===== config.mk =====
export PLATFORM = sky130hd
export DESIGN_NAME = core_status_reg
export DESIGN_NICKNAME = d
export VERILOG_FILES = /design/src/rtl/cflag_pkg.sv /design/src/rtl/cflag_bank_field.sv /design/src/rtl/cflag_arith_field.sv /design/src/rtl/cflag_power_field.sv /design/src/rtl/core_status_reg.sv
export SDC_FILE = /design/constraint.sdc
export NUM_CORES = 1
export LEC_CHECK = 0
export ABC_AREA = 1
export BUFFER_PORTS_ARGS = -buffer_cell sky130_fd_sc_hd__buf_2
export CAP_MARGIN = 20
export CORE_AREA = 2 2 39 41
export CTS_CLUSTER_DIAMETER = 80
export DETAILED_ROUTE_END_ITERATION = 7
export DIE_AREA = 0 0 41 43
export PLACE_DENSITY = 0.62
export REMOVE_ABC_BUFFERS = 1
export SLEW_MARGIN = 25
export SYNTH_ARGS = -nofsm -noshare
export SYNTH_HDL_FRONTEND = slang
export SYNTH_SLANG_ARGS = --single-unit

===== constraint.sdc =====
create_clock -name clk -period 1.6 [get_ports clk]
set_clock_uncertainty 0.15 [all_clocks]
set_input_delay 0.24 -clock clk [delete_from_list [all_inputs] [get_ports clk]]
set_output_delay 0.24 -clock clk [all_outputs]
set_load 0.01 [all_outputs]

===== src/rtl/cflag_pkg.sv =====
package cflag_pkg;
  localparam int SR_W    = 8;
  localparam int N_ARITH = 3;
  localparam int N_BANK  = 3;
  // bit positions inside the status word
  localparam int POS_C   = 0;
  localparam int POS_DC  = 1;
  localparam int POS_Z   = 2;
  localparam int POS_PD  = 3;
  localparam int POS_TO  = 4;
  localparam int POS_BNK = 5;

  // next value of one arithmetic flag
  function automatic logic arith_next(input logic hold, input logic wr_en,
                                      input logic wr_bit, input logic flag_instr,
                                      input logic upd_en, input logic upd_val);
    if (upd_en)                 return upd_val;
    if (wr_en && !flag_instr)   return wr_bit;
    return hold;
  endfunction

  // next {to, pd}: time-out dominates TO, sleep dominates PD
  function automatic logic [1:0] pwr_next(input logic to, input logic pd,
                                          input logic clr, input logic slp,
                                          input logic tmo);
    logic nto, npd;
    nto = tmo ? 1'b0 : ((clr || slp) ? 1'b1 : to);
    npd = slp ? 1'b0 : (clr ? 1'b1 : pd);
    return {nto, npd};
  endfunction
endpackage


===== src/rtl/cflag_bank_field.sv =====
module cflag_bank_field #(
  parameter int N_BANK = 3
) (
  input  logic              clk,
  input  logic              rst_n,
  input  logic              wr_en,
  input  logic [N_BANK-1:0] wr_bits,
  output logic [N_BANK-1:0] bank_q
);
  always_ff @(posedge clk or negedge rst_n) begin
    if (!rst_n)     bank_q <= '0;
    else if (wr_en) bank_q <= wr_bits;
  end

  AST_BANK_WRITE: assert property (@(posedge clk) disable iff (!rst_n)
    wr_en |=> bank_q == $past(wr_bits));
  AST_BANK_HOLD: assert property (@(posedge clk) disable iff (!rst_n)
    !wr_en |=> $stable(bank_q));
endmodule


===== src/rtl/cflag_arith_field.sv =====
module cflag_arith_field
  import cflag_pkg::*;
#(
  parameter int                 N_FLAGS = 3,
  parameter logic [N_FLAGS-1:0] RST_VAL = '0
) (
  input  logic               clk,
  input  logic               rst_n,
  input  logic               wr_en,
  input  logic [N_FLAGS-1:0] wr_bits,
  input  logic [N_FLAGS-1:0] upd_en,
  input  logic [N_FLAGS-1:0] upd_val,
  output logic [N_FLAGS-1:0] flag_q
);
  // the instruction produces flags: written data is discarded for this field
  logic flag_instr;
  logic write_discard;
  assign flag_instr    = |upd_en;
  assign write_discard = wr_en & flag_instr;

  for (genvar i = 0; i < N_FLAGS; i++) begin : g_flag
    logic nxt;
    assign nxt = arith_next(flag_q[i], wr_en, wr_bits[i], flag_instr,
                            upd_en[i], upd_val[i]);
    always_ff @(posedge clk or negedge rst_n) begin
      if (!rst_n) flag_q[i] <= RST_VAL[i];
      else        flag_q[i] <= nxt;
    end

    AST_DISCARD_HOLD: assert property (@(posedge clk) disable iff (!rst_n)
      write_discard && !upd_en[i] |=> $stable(flag_q[i]));
    AST_UPDATE_LOAD: assert property (@(posedge clk) disable iff (!rst_n)
      upd_en[i] |=> flag_q[i] == $past(upd_val[i]));
    AST_PLAIN_WRITE: assert property (@(posedge clk) disable iff (!rst_n)
      wr_en && !flag_instr |=> flag_q[i] == $past(wr_bits[i]));
  end
endmodule


===== src/rtl/cflag_power_field.sv =====
module cflag_power_field
  import cflag_pkg::*;
(
  input  logic       clk,
  input  logic       rst_n,
  input  logic       wr_en,
  input  logic [1:0] wr_bits,
  input  logic       wdt_clear,
  input  logic       sleep_req,
  input  logic       wdt_timeout,
  output logic       to_q,
  output logic       pd_q
);
  logic [1:0] nxt;
  logic       any_evt;
  logic       soft_attempt;
  assign nxt          = pwr_next(to_q, pd_q, wdt_clear, sleep_req, wdt_timeout);
  assign any_evt      = wdt_clear | sleep_req | wdt_timeout;
  // a write tries to put a different value into the protected bits
  assign soft_attempt = wr_en & (wr_bits != {to_q, pd_q});

  always_ff @(posedge clk or negedge rst_n) begin
    if (!rst_n) begin
      to_q <= 1'b1;
      pd_q <= 1'b1;
    end else begin
      to_q <= nxt[1];
      pd_q <= nxt[0];
    end
  end

  AST_WRITE_IGNORED: assert property (@(posedge clk) disable iff (!rst_n)
    soft_attempt && !any_evt |=> $stable({to_q, pd_q}));
  AST_CLEAR_SETS: assert property (@(posedge clk) disable iff (!rst_n)
    wdt_clear && !wdt_timeout && !sleep_req |=> to_q && pd_q);
  AST_SLEEP_PD: assert property (@(posedge clk) disable iff (!rst_n)
    sleep_req |=> !pd_q);
  AST_TIMEOUT_WINS: assert property (@(posedge clk) disable iff (!rst_n)
    wdt_timeout |=> !to_q);
  AST_TIMEOUT_PD: assert property (@(posedge clk) disable iff (!rst_n)
    wdt_timeout && !sleep_req && !wdt_clear |=> $stable(pd_q));
  AST_SLEEP_CLEAR_MIX: assert property (@(posedge clk) disable iff (!rst_n)
    sleep_req && wdt_clear && !wdt_timeout |=> to_q && !pd_q);
endmodule


===== src/rtl/core_status_reg.sv =====
module core_status_reg
  import cflag_pkg::*;
#(
  parameter logic [N_ARITH-1:0] ARITH_RST = '0
) (
  input  logic               clk,
  input  logic               rst_n,
  input  logic               wr_en,
  input  logic [SR_W-1:0]    wr_data,
  input  logic [N_ARITH-1:0] flag_upd_en,
  input  logic [N_ARITH-1:0] flag_upd_val,
  input  logic               wdt_clear,
  input  logic               sleep_req,
  input  logic               wdt_timeout,
  output logic [SR_W-1:0]    status_q
);
  logic [N_BANK-1:0]  bank_q;
  logic [N_ARITH-1:0] arith_q;
  logic               to_q;
  logic               pd_q;
  logic               quiet;

  cflag_bank_field #(.N_BANK(N_BANK)) i_bank (
    .clk     (clk),
    .rst_n   (rst_n),
    .wr_en   (wr_en),
    .wr_bits (wr_data[SR_W-1:POS_BNK]),
    .bank_q  (bank_q)
  );

  cflag_power_field i_power (
    .clk         (clk),
    .rst_n       (rst_n),
    .wr_en       (wr_en),
    .wr_bits     (wr_data[POS_TO:POS_PD]),
    .wdt_clear   (wdt_clear),
    .sleep_req   (sleep_req),
    .wdt_timeout (wdt_timeout),
    .to_q        (to_q),
    .pd_q        (pd_q)
  );

  cflag_arith_field #(.N_FLAGS(N_ARITH), .RST_VAL(ARITH_RST)) i_arith (
    .clk     (clk),
    .rst_n   (rst_n),
    .wr_en   (wr_en),
    .wr_bits (wr_data[POS_Z:POS_C]),
    .upd_en  (flag_upd_en),
    .upd_val (flag_upd_val),
    .flag_q  (arith_q)
  );

  assign status_q = {bank_q, to_q, pd_q, arith_q};
  assign quiet    = !wr_en && !(|flag_upd_en) && !wdt_clear && !sleep_req
                    && !wdt_timeout;

  AST_IDLE_HOLD: assert property (@(posedge clk) disable iff (!rst_n)
    quiet |=> $stable(status_q));
endmodule


# Yosys cells after proc, flatten, opt, wreduce, memory -nomap -nowiden
# Cells that the tools add are included.
# totals
regBits	8
inputBits	20
output_inout_bits	8
wordCells	38
# op_classes
n_mux	23
reduce_logical	9
# ops
operator	count
$mux 1	23
$reduce_bool 2->1	5
$reduce_or 3->1	1
$logic_and 1x1->1	1
$logic_not 1->1	1
$logic_or 1x1->1	1

# Logic depth before layout (Yosys ltp)
# Gate-level depths: netlist of run 1.
# depth
ltp_word	7
mapped_depth	5
mapped_depth_nobuf	5

# By module
# Synthesis of run 1 repeated with hierarchy kept, for this count alone.
# unflattened
hier_cells	47
area_unflattened_um2	372.9
# modules_own_cells
mod	instances	cells_each	area_per_inst_um2	seq_area_each_um2
cflag_arith_field	1	25	172.7	75.1
cflag_bank_field	1	13	112.6	75.1
cflag_power_field	1	7	72.6	52.6
core_status_reg	1	2	15.0	0.0

# Worst setup path after synthesis of run 1
# No wires, ideal clock.
# synth_timing
path_kind	register to output
startpoint	register i_power.pd_q
endpoint	output status_q[3]
t_arrival_ps	609
required_time_ps	1210
path_slack_ps	601
stages_incl_launch_ff	2
n_path_buf	1
path_cell_list	dfstp_2 buf_4
# synth_rtl
element	line_no	rtl
from (decl)	cflag_power_field.sv:12	output logic pd_q
from (signal assigned)	cflag_power_field.sv:28	pd_q <= nxt[0];
to (decl)	core_status_reg.sv:15	output logic [SR_W-1:0] status_q
# No word-level cell between the ends.

# Worst setup path in the final report of run 1
# layout_timing
startpoint	register i_power.to_q
endpoint	output status_q[4]
# layout_rtl
element	line_no	rtl
from (decl)	cflag_power_field.sv:11	output logic to_q,
from (signal assigned)	cflag_power_field.sv:27	to_q <= nxt[1];
# No word-level cell between the ends.

==> results of run 1 <==
-- cells by family after synthesis --
kind of cell | count (synthesis) | synth area share
and+or+nand+nor | 31 | 0.380
DFF | 8 | 0.540
buffers and inverters | 6 | 0.0800
-- what timing repair did --
action	CTS	global route
endpoints found under the setup margin	0	0
endpoints found under the hold margin	10	0
hold buffers	3	0
-- cell usage in the layout, fill, tap and decap left out --
cell type	Yosys	layout
buf_2	0	25
nand2_1	15	15
nor2_1	6	6
nand3_1	6	6
dfrtp_1	6	6
inv_1	3	3
clkbuf_4	0	3
dlygate4sd3_1	0	3
nor2_4	2	2
dfstp_2	2	2
nor3_1	1	1
inv_2	1	1
nand2_2	1	1
clkbuf_1	0	1
-- area by class of cell --
type                       count  area [um^2]  area share
inverter                       4         15.0      0.0267
multi-input combinational     31          143       0.254
clock buffer                   4         26.3      0.0468
tap                           16         20.0      0.0356
timing repair buffer          28          155       0.276
sequential                     8          203       0.361
-- metrics by stage --
step	setup WS, ns	instances	instance area [um^2]	hold slack (ns)
finish	0.324	91	562	0.0512
global placement	0.591	84	505	-0.0616
CTS	0.314	91	562	0.0404
global route	0.286	91	562	0.0389
floorplan	0.681	43	360	-0.206
detailed placement	0.587	84	505	-0.0602
-- power by group --
part           switching, mW  internal, mW
Combinational         0.0488        0.0454
Clock                 0.0649        0.0951
Sequential           0.00791         0.223
Total                  0.122         0.364
-- final timing paths --
kind / to / startpoint / cells after the start / slack (ns)
worst max-delay path: status_q[4] / i_power.to_q / 1 / 0.32
worst min register to register: i_bank.bank_q[2] / i_bank.bank_q[2] / 2 / 0.32
worst min-delay path: i_bank.bank_q[2] / wr_data[7] / 3 / 0.05
max in group asynchronous: i_power.pd_q / rst_n / 2 / 0.86
min in group asynchronous: i_bank.bank_q[1] / rst_n / 2 / 0.21
worst max register to register: i_power.to_q / i_power.to_q / 2 / 0.74
-- registers in the layout, summed over array words and instances (netlist names) --
name and flops:
i_power.to_q 1, i_bank.bank_q 3, i_power.pd_q 1, i_arith.flag_q 3
-- routing by layer --
metal / wire [um] / global-route usage
met2: 308 / 0.128
met4: 0 / 0.0600
met5: 0 / 0
met1: 363 / 0.110
met3: 97 / 0.0471
==> run metrics, run 1 <==
1st-iter DRT viols 7; Worst VDD drop between 0.0002 and 0.00025 V; Avg Synthesized Cell Area between 8 and 9 um^2; setup TNS 0 ns; Worst Path Max Fanout 2; Mapped Cells 45; final core utilization 0.406; largest net degree at the start of global routing 9; Final ANT Viol Nets 0; Period minus WS final ~1.3 ns; post-CTS sizing 0; Final Setup Violations 0; fin nets 96; vias in the first global route between 200 and 300; synth unique cells 11; count of flip-flops with a built-in enable after synthesis 0; Min-Delay Path Class in -> reg; Fmax achieved a little under 0.8 GHz; Clock Tree Buf Depth 2; first-pass GRT wire length around 1000 um; Post-route DRC 0; Most used DFF post-synth dfrtp_1; status completed; later-pin clock latency in the skew report ~0.24 ns; top cell type's share of synthesized area 0.400; post-CTS setup buffer count 0; wire per inst ~8.5 um; synth cell count leaders 15 x nand2_1, 6 x dfrtp_1, 6 x nand3_1, 6 x nor2_1, 3 x inv_1; Ys Warns 0; critical path's slowest cell dfstp_2; Layout area overhead 49.7%; Seq/Total Area, Yosys 0.540; die height between 40 and 50 um; Async SR Flop Fraction 1.00; slew margin rel. 0.883; GR Overflow Total 0; GPL Wtd Cong between 0.6 and 0.7; top cells by area, synth dfrtp_1 40%, nand2_1 15%, dfstp_2 14%; clock buffer count from CTS 3; Pleak a little over 0.3 nW; cell area after synthesis between 300 and 400 um^2; Chip Width 41 um; Final period util 0.797; vias about 360; CP Data Required Time ~1.2 ns; worst path arrival time just under 0.9 ns; H-tree Lvls 1; #FFs+latches synth 8; IO buf count 25; Crit path largest cell delay 0.52 ns; total track usage 0.0933; count of pins over their slew limit 0; Inserted Diodes 0; Worst-Margin Slew between 0.15 and 0.2 ns; power density cells roughly 860 mW/mm^2; RSZ-0062 raised after global routing no; initial antenna violation count 0; Synth area leader dfrtp_1; nature of the critical path endpoint output pin; root buf cell clkbuf_4; top-count cell post-synth nand2_1; overall power ~0.49 mW; Buf/Inv on CP 1; layout cell share with drive strength beyond 1 0.453; Post-DP HPWL 651 um; core area 0.00138 mm^2; Starting Density 0.271; Fin. Hold Viols 0; fillcell total 148; # IOs 28; Worst Setup Path Type reg -> out; die area around 0.0018 mm^2; CP delay by family, top flip-flops; Row Count 14; crit path launch type flip-flop; WL final between 700 and 800 um; vias per cell 3.98; clk sinks 8; first-pass iteration count of the detailed router 2; clk slew on worst S/H paths around 0.050 ns; CTS tree built; Max Cap Violations 0; crit-path cells buf_2
Note: power is estimated with default switching activity, not from simulation.
==> run 2: changes to the inputs <==
- clock period: 1.6 -> 1.3 ns (I/O delays scaled with it)
==> run metrics, run 2 (same netlist as run 1, synthesis figures left out) <==
vias per cell 4.08 (was 3.98); Pleak 0.311 nW (unchanged); crit-path cells buf_2 (unchanged); leading cell type in the layout, fill and taps excluded buf_2 (unchanged); Chip Width 41 um (unchanged); GPL Wtd Cong 0.630 (was 0.633); CTS tree built (unchanged); IO buf count 25 (unchanged); Fin Hold WS 0.00993 ns (was 0.0512 ns); die area 0.00176 mm^2 (unchanged); Inserted Diodes 0 (unchanged); core area 0.00138 mm^2 (unchanged); worst path arrival time 0.89 ns (about the same); setup TNS 0 ns (unchanged); Worst Setup Path Type reg -> out (unchanged); clk sinks 8 (unchanged); later-pin clock latency in the skew report 0.25 ns (was 0.24 ns); status completed (unchanged); Comb pwr share 0.195 (was 0.194); Worst-Margin Slew 0.176 ns (about the same); power density cells 1060 mW/mm^2 (was 863 mW/mm^2); Fmax achieved roughly 0.8 GHz; Post-DP HPWL 645 um (was 651 um); GR Overflow Total 0 (unchanged); Final period util 0.949; Final Instance Area 562 um^2 (unchanged); clock buffer count from CTS 3 (unchanged); Layout area overhead 49.7% (unchanged); FF+latch area 203 um^2 (unchanged); post-CTS sizing 0 (unchanged); CP delay by family, top flip-flops (unchanged); Final ANT Viol Nets 0 (unchanged); initial antenna violation count 0 (unchanged); total internal power 0.447 mW (was 0.364 mW); WL final 788 um (was 769 um); Buf/Inv on CP 1 (unchanged); count of pins over their slew limit 0 (unchanged); CP Data Required Time 0.95 ns (was 1.21 ns); nature of the critical path endpoint output pin (unchanged); RSZ-0062 raised after global routing no (unchanged); total track usage 0.0983 (was 0.0933); Crit path largest cell delay 0.52 ns (about the same); Post-route DRC 0 (unchanged); Clock Tree Buf Depth 2 (unchanged); NetSw 0.149 mW (was 0.122 mW); vias 371 (was 362); DP Area 505 um^2 (unchanged); Period minus WS final 1.23 ns; slew margin rel. 0.883 (about the same); clk slew on worst S/H paths 0.05 ns (about the same); first-pass iteration count of the detailed router 2 (unchanged); largest net degree at the start of global routing 9 (unchanged); fin nets 96 (unchanged); Row Count 14 (unchanged); wire per inst 8.66 um (was 8.45 um); overall power 0.596 mW (was 0.485 mW); Clock Power Share 0.329 (was 0.330); crit path launch type flip-flop (unchanged); sw frac 0.250 (was 0.251); first-pass GRT wire length 1100 um (was 1040 um); root buf cell clkbuf_4 (unchanged); Final Setup Violations 0 (unchanged); Worst Path Max Fanout 2 (unchanged); critical path's slowest cell dfstp_2 (unchanged); Starting Density 0.271 (unchanged); most frequent cells in the layout 25 x buf_2, 15 x nand2_1, 6 x nor2_1, 6 x nand3_1, 6 x dfrtp_1 (unchanged); vias in the first global route 301 (was 281); # IOs 28 (unchanged); Max Cap Violations 0 (unchanged); fillcell total 155 (was 148); multi-input logic area 143 um^2 (unchanged); Worst VDD drop 0.000340 V (was 0.000246 V); Fin. Hold Viols 0 (unchanged); die height 43 um (unchanged); top flop regs i_arith.flag_q x3, i_bank.bank_q x3 (unchanged); Min-Delay Path Class in -> reg (unchanged); final core utilization 0.406 (unchanged); H-tree Lvls 1 (unchanged); layout cell share with drive strength beyond 1 0.453 (unchanged); 1st-iter DRT viols 3 (was 7); share of power burned in registers 0.476 (about the same)
==> run 2: cell counts in the layout (fill, tap and decap cells not counted) <==
No cell type changed its count.
==> run 2: final timing paths <==
path                                  startpoint               end  slack (ns)  depth (start not counted)
worst max-delay path                i_power.to_q       status_q[4]        0.07                          1
worst min-delay path                  wr_data[7]  i_bank.bank_q[2]        0.01                          3
worst max register to register      i_power.to_q      i_power.to_q        0.41                          2
worst min register to register  i_bank.bank_q[2]  i_bank.bank_q[2]        0.32                          2
max in group asynchronous                  rst_n      i_power.to_q        0.60                          2
min in group asynchronous                  rst_n  i_bank.bank_q[1]        0.16                          2
==> run 2: routing by layer <==
| metal | GRT usage | vias to the layer above | share of wire |
|---|---|---|---|
| met4 | 0.0600 | 0 | 0 |
| met5 | 0 | - | 0 |
| met2 | 0.147 | 21 | 0.44 |
| met1 | 0.116 | 153 | 0.46 |
| met3 | 0.0314 | 0 | 0.10 |
| li1 | - | 197 | - |
==> run 2: power groups by stage <==
stage	registers (mW)	clock network, mW	logic [mW]
global placement	0.288	0	0.110
detailed placement	0.288	0	0.112
CTS	0.284	0.207	0.119
finish	0.284	0.196	0.116
floorplan	0.301	0	0.0355
global route	0.287	0.220	0.133
==> run 2: cell type report <==
type / count / area share
Sequential cell: 8 / 0.361
Tap cell: 16 / 0.0356
Inverter: 4 / 0.0267
Clock buffer: 4 / 0.0468
Timing Repair Buffer: 28 / 0.276
Multi-Input combinational cell: 31 / 0.254
==> run 2: timing repair <==
action,4_1_cts,5_1_grt
endpoints found under the hold margin,10,0
hold buffers,3,0
buffers inserted,0,0
==> run 2: metrics by stage <==
stage | instances | setup WS [ns]
4_1_cts | 91 | 0.0570
3_3_place_gp | 84 | 0.336
2_1_floorplan | 43 | 0.426
3_5_place_dp | 84 | 0.329
6_report | 91 | 0.0665
5_1_grt | 91 | 0.0317
